--- src/rtl/init_fetch_resp.sv ---
module init_fetch_resp (
  input  logic        clk,
  input  logic        rst_n,
  input  logic        ale,
  input  logic [3:0]  a_hi,
  input  logic [15:0] ad_in,
  input  logic        rd_n,
  input  logic        wr_n,
  input  logic        narrow_bus,
  input  logic [15:0] wake_sw,
  output logic [15:0] ad_out,
  output logic        ad_oe,
  output logic        xack,
  output logic [19:0] wake_blk_addr
);

  logic [19:0] addr_q;
  logic        hit;
  logic [15:0] word;
  logic        served;
  logic        rd_go;

  assign wake_blk_addr = {wake_sw, 4'b0000};
  assign rd_go = !rd_n && wr_n && !ale;

  always_ff @(posedge clk) begin
    if (!rst_n) addr_q <= '0;
    else if (ale) addr_q <= {a_hi, ad_in};
  end

  always_comb begin
    hit  = 1'b1;
    word = '0;
    case (addr_q)
      20'hFFFF6: word = {15'b0, narrow_bus};
      20'hFFFF8,
      20'hFFFF9: word = '0;
      20'hFFFFA: word = wake_sw;
      20'hFFFFB: word = {wake_sw[15:8], wake_sw[15:8]};
      default:   hit  = 1'b0;
    endcase
  end

  always_ff @(posedge clk) begin
    if (!rst_n || !rd_go || !hit) begin
      ad_oe  <= 1'b0;
      ad_out <= '0;
      xack   <= 1'b0;
      served <= 1'b0;
    end else begin
      ad_oe  <= 1'b1;
      ad_out <= word;
      xack   <= !served;
      served <= 1'b1;
    end
  end

  a_r6_single_ack: assert property (@(posedge clk) disable iff (!rst_n)
    xack |=> !xack);
  a_r6_ack_with_data: assert property (@(posedge clk) disable iff (!rst_n)
    xack |-> ad_oe);
  a_r7_oe_from_read: assert property (@(posedge clk) disable iff (!rst_n)
    $rose(ad_oe) |-> $past(!rd_n));
  a_r7_quiet_bus: assert property (@(posedge clk) disable iff (!rst_n)
    !ad_oe |-> ad_out == 16'h0000);
  a_r9_no_write_ack: assert property (@(posedge clk) disable iff (!rst_n)
    $rose(ad_oe) |-> $past(wr_n));
  a_r10_block_addr: assert property (@(posedge clk) disable iff (!rst_n)
    wake_blk_addr[3:0] == 4'h0 && wake_blk_addr[19:4] == wake_sw);

endmodule

--- config.mk ---
export PLATFORM = sky130hd
export DESIGN_NAME = init_fetch_resp
export DESIGN_NICKNAME = d
export VERILOG_FILES = /design/src/rtl/init_fetch_resp.sv
export SDC_FILE = /design/constraint.sdc
export NUM_CORES = 1
export LEC_CHECK = 0
export BUFFER_PORTS_ARGS = -buffer_cell sky130_fd_sc_hd__buf_2
export CORE_ASPECT_RATIO = 0.9
export CORE_MARGIN = 2
export CORE_UTILIZATION = 30
export CTS_CLUSTER_SIZE = 28
export DETAILED_ROUTE_END_ITERATION = 16
export GPL_TIMING_DRIVEN = 1
export SKIP_LAST_GASP = 1
export SYNTH_ARGS = -nofsm -noshare
export SYNTH_HDL_FRONTEND = slang
export SYNTH_SLANG_ARGS = --single-unit
--- constraint.sdc ---
create_clock -name clk -period 2.5 [get_ports clk]
set_input_delay 0 -clock clk [delete_from_list [all_inputs] [get_ports clk]]
set_output_delay 0 -clock clk [all_outputs]
set_load 0.1 [all_outputs]
==> run metrics, run 1 <==
status finished clean; setup TNS 0 ns; Crit path max-delay family simple AND/OR/NAND/NOR gates; Startpoint Class flip-flop; gpl congestion 0.665; Layout Cells excl Fill 303; # diodes 0; fin nets 277; WL/cell 12.6 um; sequential area share after synthesis 0.475; Die ar. 5940 um^2; Slew @ Worst Pin 0.765 ns; most frequent cells in the layout buf_2 (75), dfxtp_1 (38), mux2i_1 (27), dlygate4sd3_1 (26), nor2b_1 (21); Hold Crit Class primary input to flip-flop; slowest stage delay, CP 0.87 ns; DRC 0; Final period util 0.727; max_cap viols 0; Hold Violations, Final 0; Detail Route Antenna Nets 0; CP bufs+invs 0; RSZ-0062 raised after global routing false; Clk pin slew, worst setup/hold paths 0.07 ns; drt via density 4.50; total gr overflow 0; Rel. slew slack 0.487; Resized cells post-CTS 0; vias 1,363; fmax 0.550 GHz; Setup Skew 0.00185 ns; CP max-delay cell or4_1; global-route usage over all layers 0.135; Slew Viols, Final 0; final setup margin 0.681 ns; yosys warns 0; die height 73.3 um; Routed WL 3830 um; Required @ worst endpoint 2.67 ns; Final setup viols 0; Area Overhead vs Synth 39.5%; global-route wire length before repair 6110 um; Netlist cell types 22; initial DRC count 78; Synth Instances 154; overall power 1.40 mW; TritonCTS Buffers 5; Leakage 1.00 nW; CTS H-tree depth 2; antenna violations before repair 0; Synth Cell Area 1600 um^2; largest net degree at the start of global routing 22; CTS tree done; core area 5190 um^2; placed cells 269; CP cell instances nand4b_1, or4_1, nor4_1; vias in the first global route 1,291; I/O pins 80; Setup CP Type flip-flop to flip-flop; site row count 25; clk sinks 38; share of cells above drive strength 1 0.360; PwrDens 625 nW/um^2; Syn Area/Cell 10.4 um^2; crit path DAT 1.99 ns; most common cell after layout, fill and taps aside buf_2; DIE WIDTH 81.0 um; Root Driver clkbuf_8; initial cell density of the core 0.308; Worst IR Drop VDD 426 uV; synthesized flop and latch total 38; Critical Path Sink Type flip-flop; clk_lat worst skew 0.28 ns; DRT Pass-1 Iters 4; Setup Slack @ Placement 0.739 ns; PortBufs 75; Max FO, Critical Path 18; clk buf depth 2; fin crit period 1.82 ns
logic make-up after synthesis:
group | Yosys count | share of synthesized area
compound gates | 2 | 0.00938
buf+inv | 30 | 0.130
flops | 38 | 0.475
mux | 28 | 0.176
other cells | 1 | 0.00234
simple gates | 55 | 0.208
worst min-delay path, cell delays in order:
cell     delay [ns]
buf_2          0.12
nand3_1        0.08
nor3_1         0.05
registers in the layout, indices dropped and copies added, names as in the netlist:
name,cells
xack,1
ad_out,16
addr_q,20
served,1
cell type report:
class                      instances  area [um^2]
fill                             529         2960
sequential                        38          761
multi-input combinational         89          644
timing repair buffer             101          636
clock buffer                       8          110
tap                               67         83.8
synthesized netlist by cell type, drive strengths merged:
cell / n / area [um^2]
dfxtp: 38 / 761
mux2i: 27 / 270
buf: 23 / 181
nor2b: 21 / 131
nor3: 9 / 45.0
nand3: 8 / 40.0
nor4: 8 / 56.3
clkbuf: 7 / 26.3
nand4: 3 / 18.8
nand4b: 2 / 17.5
a31oi: 1 / 6.26
a32oi: 1 / 8.76
conb: 1 / 3.75
mux2: 1 / 11.3
nand2: 1 / 3.75
nor2: 1 / 3.75
nor4b: 1 / 8.76
or4: 1 / 7.51
metal layers:
| metal | track usage | vias up | part of all wire |
|---|---|---|---|
| li1 | - | 677 | - |
| met5 | 0 | - | 0 |
| met4 | 0.0395 | 0 | 0.0065 |
| met3 | 0.0381 | 3 | 0.086 |
| met1 | 0.165 | 611 | 0.45 |
| met2 | 0.231 | 72 | 0.46 |
report_power, final:
group / switching [mW] / internal (mW)
Combinational: 0.183 / 0.0916
Sequential: 0.0172 / 0.624
Clock: 0.204 / 0.278
through the flow:
| stage | hold WS, ns | area [um^2] | util |
|---|---|---|---|
| floorplan | 0.147 | 1610 | - |
| global placement | 0.256 | 1860 | 0.359 |
| detailed placement | 0.263 | 1860 | 0.359 |
| CTS | 0.00194 | 2230 | 0.430 |
| global route | 0.0120 | 2230 | 0.430 |
| finish | 0.00991 | 2230 | 0.430 |
worst paths after layout:
kind | slack (ns) | cells after the start | from | to
max | 0.68 | 3 | addr_q[18]$_SDFFE_PN0P_ | ad_out[1]$_SDFF_PP0_
min | 0.01 | 3 | wake_sw[10] | ad_out[10]$_SDFF_PP0_
min reg2reg | 0.45 | 1 | served$_DFF_P_ | xack$_SDFF_PP0_
max reg2reg | 0.68 | 3 | addr_q[18]$_SDFFE_PN0P_ | ad_out[1]$_SDFF_PP0_
what timing repair did:
action,CTS,global route
endpoints found under the hold margin,26,0
buffers inserted,0,0
hold buffers,26,0
Power figures use the tool's default switching activity.
==> run 2, diff against run 1 <==
==> constraint.sdc (replaced) <==
create_clock -name clk -period 1.8 [get_ports clk]
set_input_delay 0 -clock clk [delete_from_list [all_inputs] [get_ports clk]]
set_output_delay 0 -clock clk [all_outputs]
set_load 0.1 [all_outputs]
==> run metrics, run 2 (same netlist as run 1, synthesis figures left out) <==
RSZ-0062 raised after global routing false; Required @ worst endpoint 1.99 ns; setup TNS 0 ns; Routed WL 3840 um; Worst IR Drop VDD 492 uV; Final Util 0.433; Final setup viols 0; Min-Delay Path Depth 3; Final period util 0.864; FILL cells 536; total gr overflow 0; Post-DP HPWL 2690 um; r2r endpoint ad_out[4]$_SDFF_PP0_; die height 73.3 um; DRC 0; Leakage 1.02 nW; Clk pin slew, worst setup/hold paths 0.07 ns; initial cell density of the core 0.308; fin nets 282; antenna violations before repair 0; R2R Path Start addr_q[17]$_SDFFE_PN0P_; worst r2r path cells 4; TritonCTS Buffers 5; clk sinks 38; Die ar. 5940 um^2; fmax 0.643 GHz; most frequent cells in the layout buf_2 (75), dfxtp_1 (38), mux2i_1 (27), dlygate4sd3_1 (25), nor2b_1 (21); biggest registers after layout addr_q x20, ad_out x16; most common cell after layout, fill and taps aside buf_2; CTS H-tree depth 2; clk buf depth 2; PwrDens 828 nW/um^2; Slew Viols, Final 0; largest net degree at the start of global routing 21; crit path DAT 1.75 ns; Area Overhead vs Synth 40.5%; Hold Crit Start wake_sw[8]; PortBufs 75; initial DRC count 31; Startpoint Class flip-flop; Hold Violations, Final 0; Detail Route Antenna Nets 0; share of cells above drive strength 1 0.373; Setup Skew 0.00825 ns; global-route usage over all layers 0.131; fin crit period 1.56 ns; drt via density 4.42; DIE WIDTH 81.0 um; overall power 1.86 mW; site row count 25; Root Driver clkbuf_8; # diodes 0; Critical Path Sink Type flip-flop; Hold Crit Class primary input to flip-flop; Reg with most FFs addr_q; vias 1,361; status finished clean; I/O pins 80; Max FO, Critical Path 18; max_cap viols 0; worst reg-to-reg setup slack 0.24 ns; number of flip-flops in the largest register 20; gpl congestion 0.663; WL/cell 12.5 um; Setup CP Type flip-flop to flip-flop; CTS tree done; Hold EP ad_out[8]$_SDFF_PP0_; core area 5190 um^2; global-route wire length before repair 5910 um; clk_lat worst skew 0.28 ns; vias in the first global route 1,299; DRT Pass-1 Iters 4
-- run 2: worst max path at each step --
stage	from	to	slack, ns
floorplan	addr_q[18]$_SDFFE_PN0P_	xack$_SDFF_PP0_	0.31
global placement	addr_q[18]$_SDFFE_PN0P_	ad_out[0]$_SDFF_PP0_	0.27
detailed placement	addr_q[18]$_SDFFE_PN0P_	ad_out[0]$_SDFF_PP0_	0.23
CTS	addr_q[18]$_SDFFE_PN0P_	ad_out[2]$_SDFF_PP0_	0.25
global route	addr_q[18]$_SDFFE_PN0P_	ad_out[4]$_SDFF_PP0_	0.14
finish	addr_q[17]$_SDFFE_PN0P_	ad_out[4]$_SDFF_PP0_	0.24
-- run 2: timing repair --
action | in CTS | in global routing
hold endpoints to repair | 25 | 0
buffers inserted | 0 | 0
hold buffers | 25 | 0
endpoints found under the setup margin | 0 | 0
gates resized for setup | 0 | 0
-- run 2: layer usage --
metal | vias up | track usage | part of all wire
li1 | 684 | - | -
met1 | 601 | 0.157 | 0.43
met2 | 69 | 0.227 | 0.47
met3 | 7 | 0.0381 | 0.087
met4 | 0 | 0.0395 | 0.010
met5 | - | 0 | 0
-- run 2: through the flow --
stage / cells / worst slack [ns] / cell area, um^2 / hold WS [ns]
6_report: 308 / 0.245 / 2250 / 0.00403
3_3_place_gp: 275 / 0.271 / 1910 / 0.255
3_5_place_dp: 275 / 0.232 / 1910 / 0.262
4_1_cts: 308 / 0.246 / 2250 / 0.00342
2_1_floorplan: 157 / 0.311 / 1610 / 0.147
5_1_grt: 308 / 0.137 / 2250 / 0.0112
-- run 2: worst max-delay path, cell delays in order (launching register included) --
cell,delay [ns]
dfxtp_1,0.34
nand4_1,0.10
or4_1,0.52
buf_4,0.22
nor4_1,0.28
-- run 2: report_power, final --
part | internal, mW | total (mW) | leakage, nW | switching [mW]
Clock | 0.309 | 0.587 | 0.0482 | 0.278
Sequential | 0.867 | 0.886 | 0.310 | 0.0186
Combinational | 0.132 | 0.390 | 0.659 | 0.259
-- run 2: layout make-up --
class | instances | area [um^2] | area share
clock buffers | 7 | 86.3 | 0.0384
clock inverters | 1 | 5.00 | 0.00222
multi-input cells | 89 | 644 | 0.286
flip-flops and latches | 38 | 761 | 0.338
well taps | 67 | 83.8 | 0.0372
repair buffers | 106 | 671 | 0.298
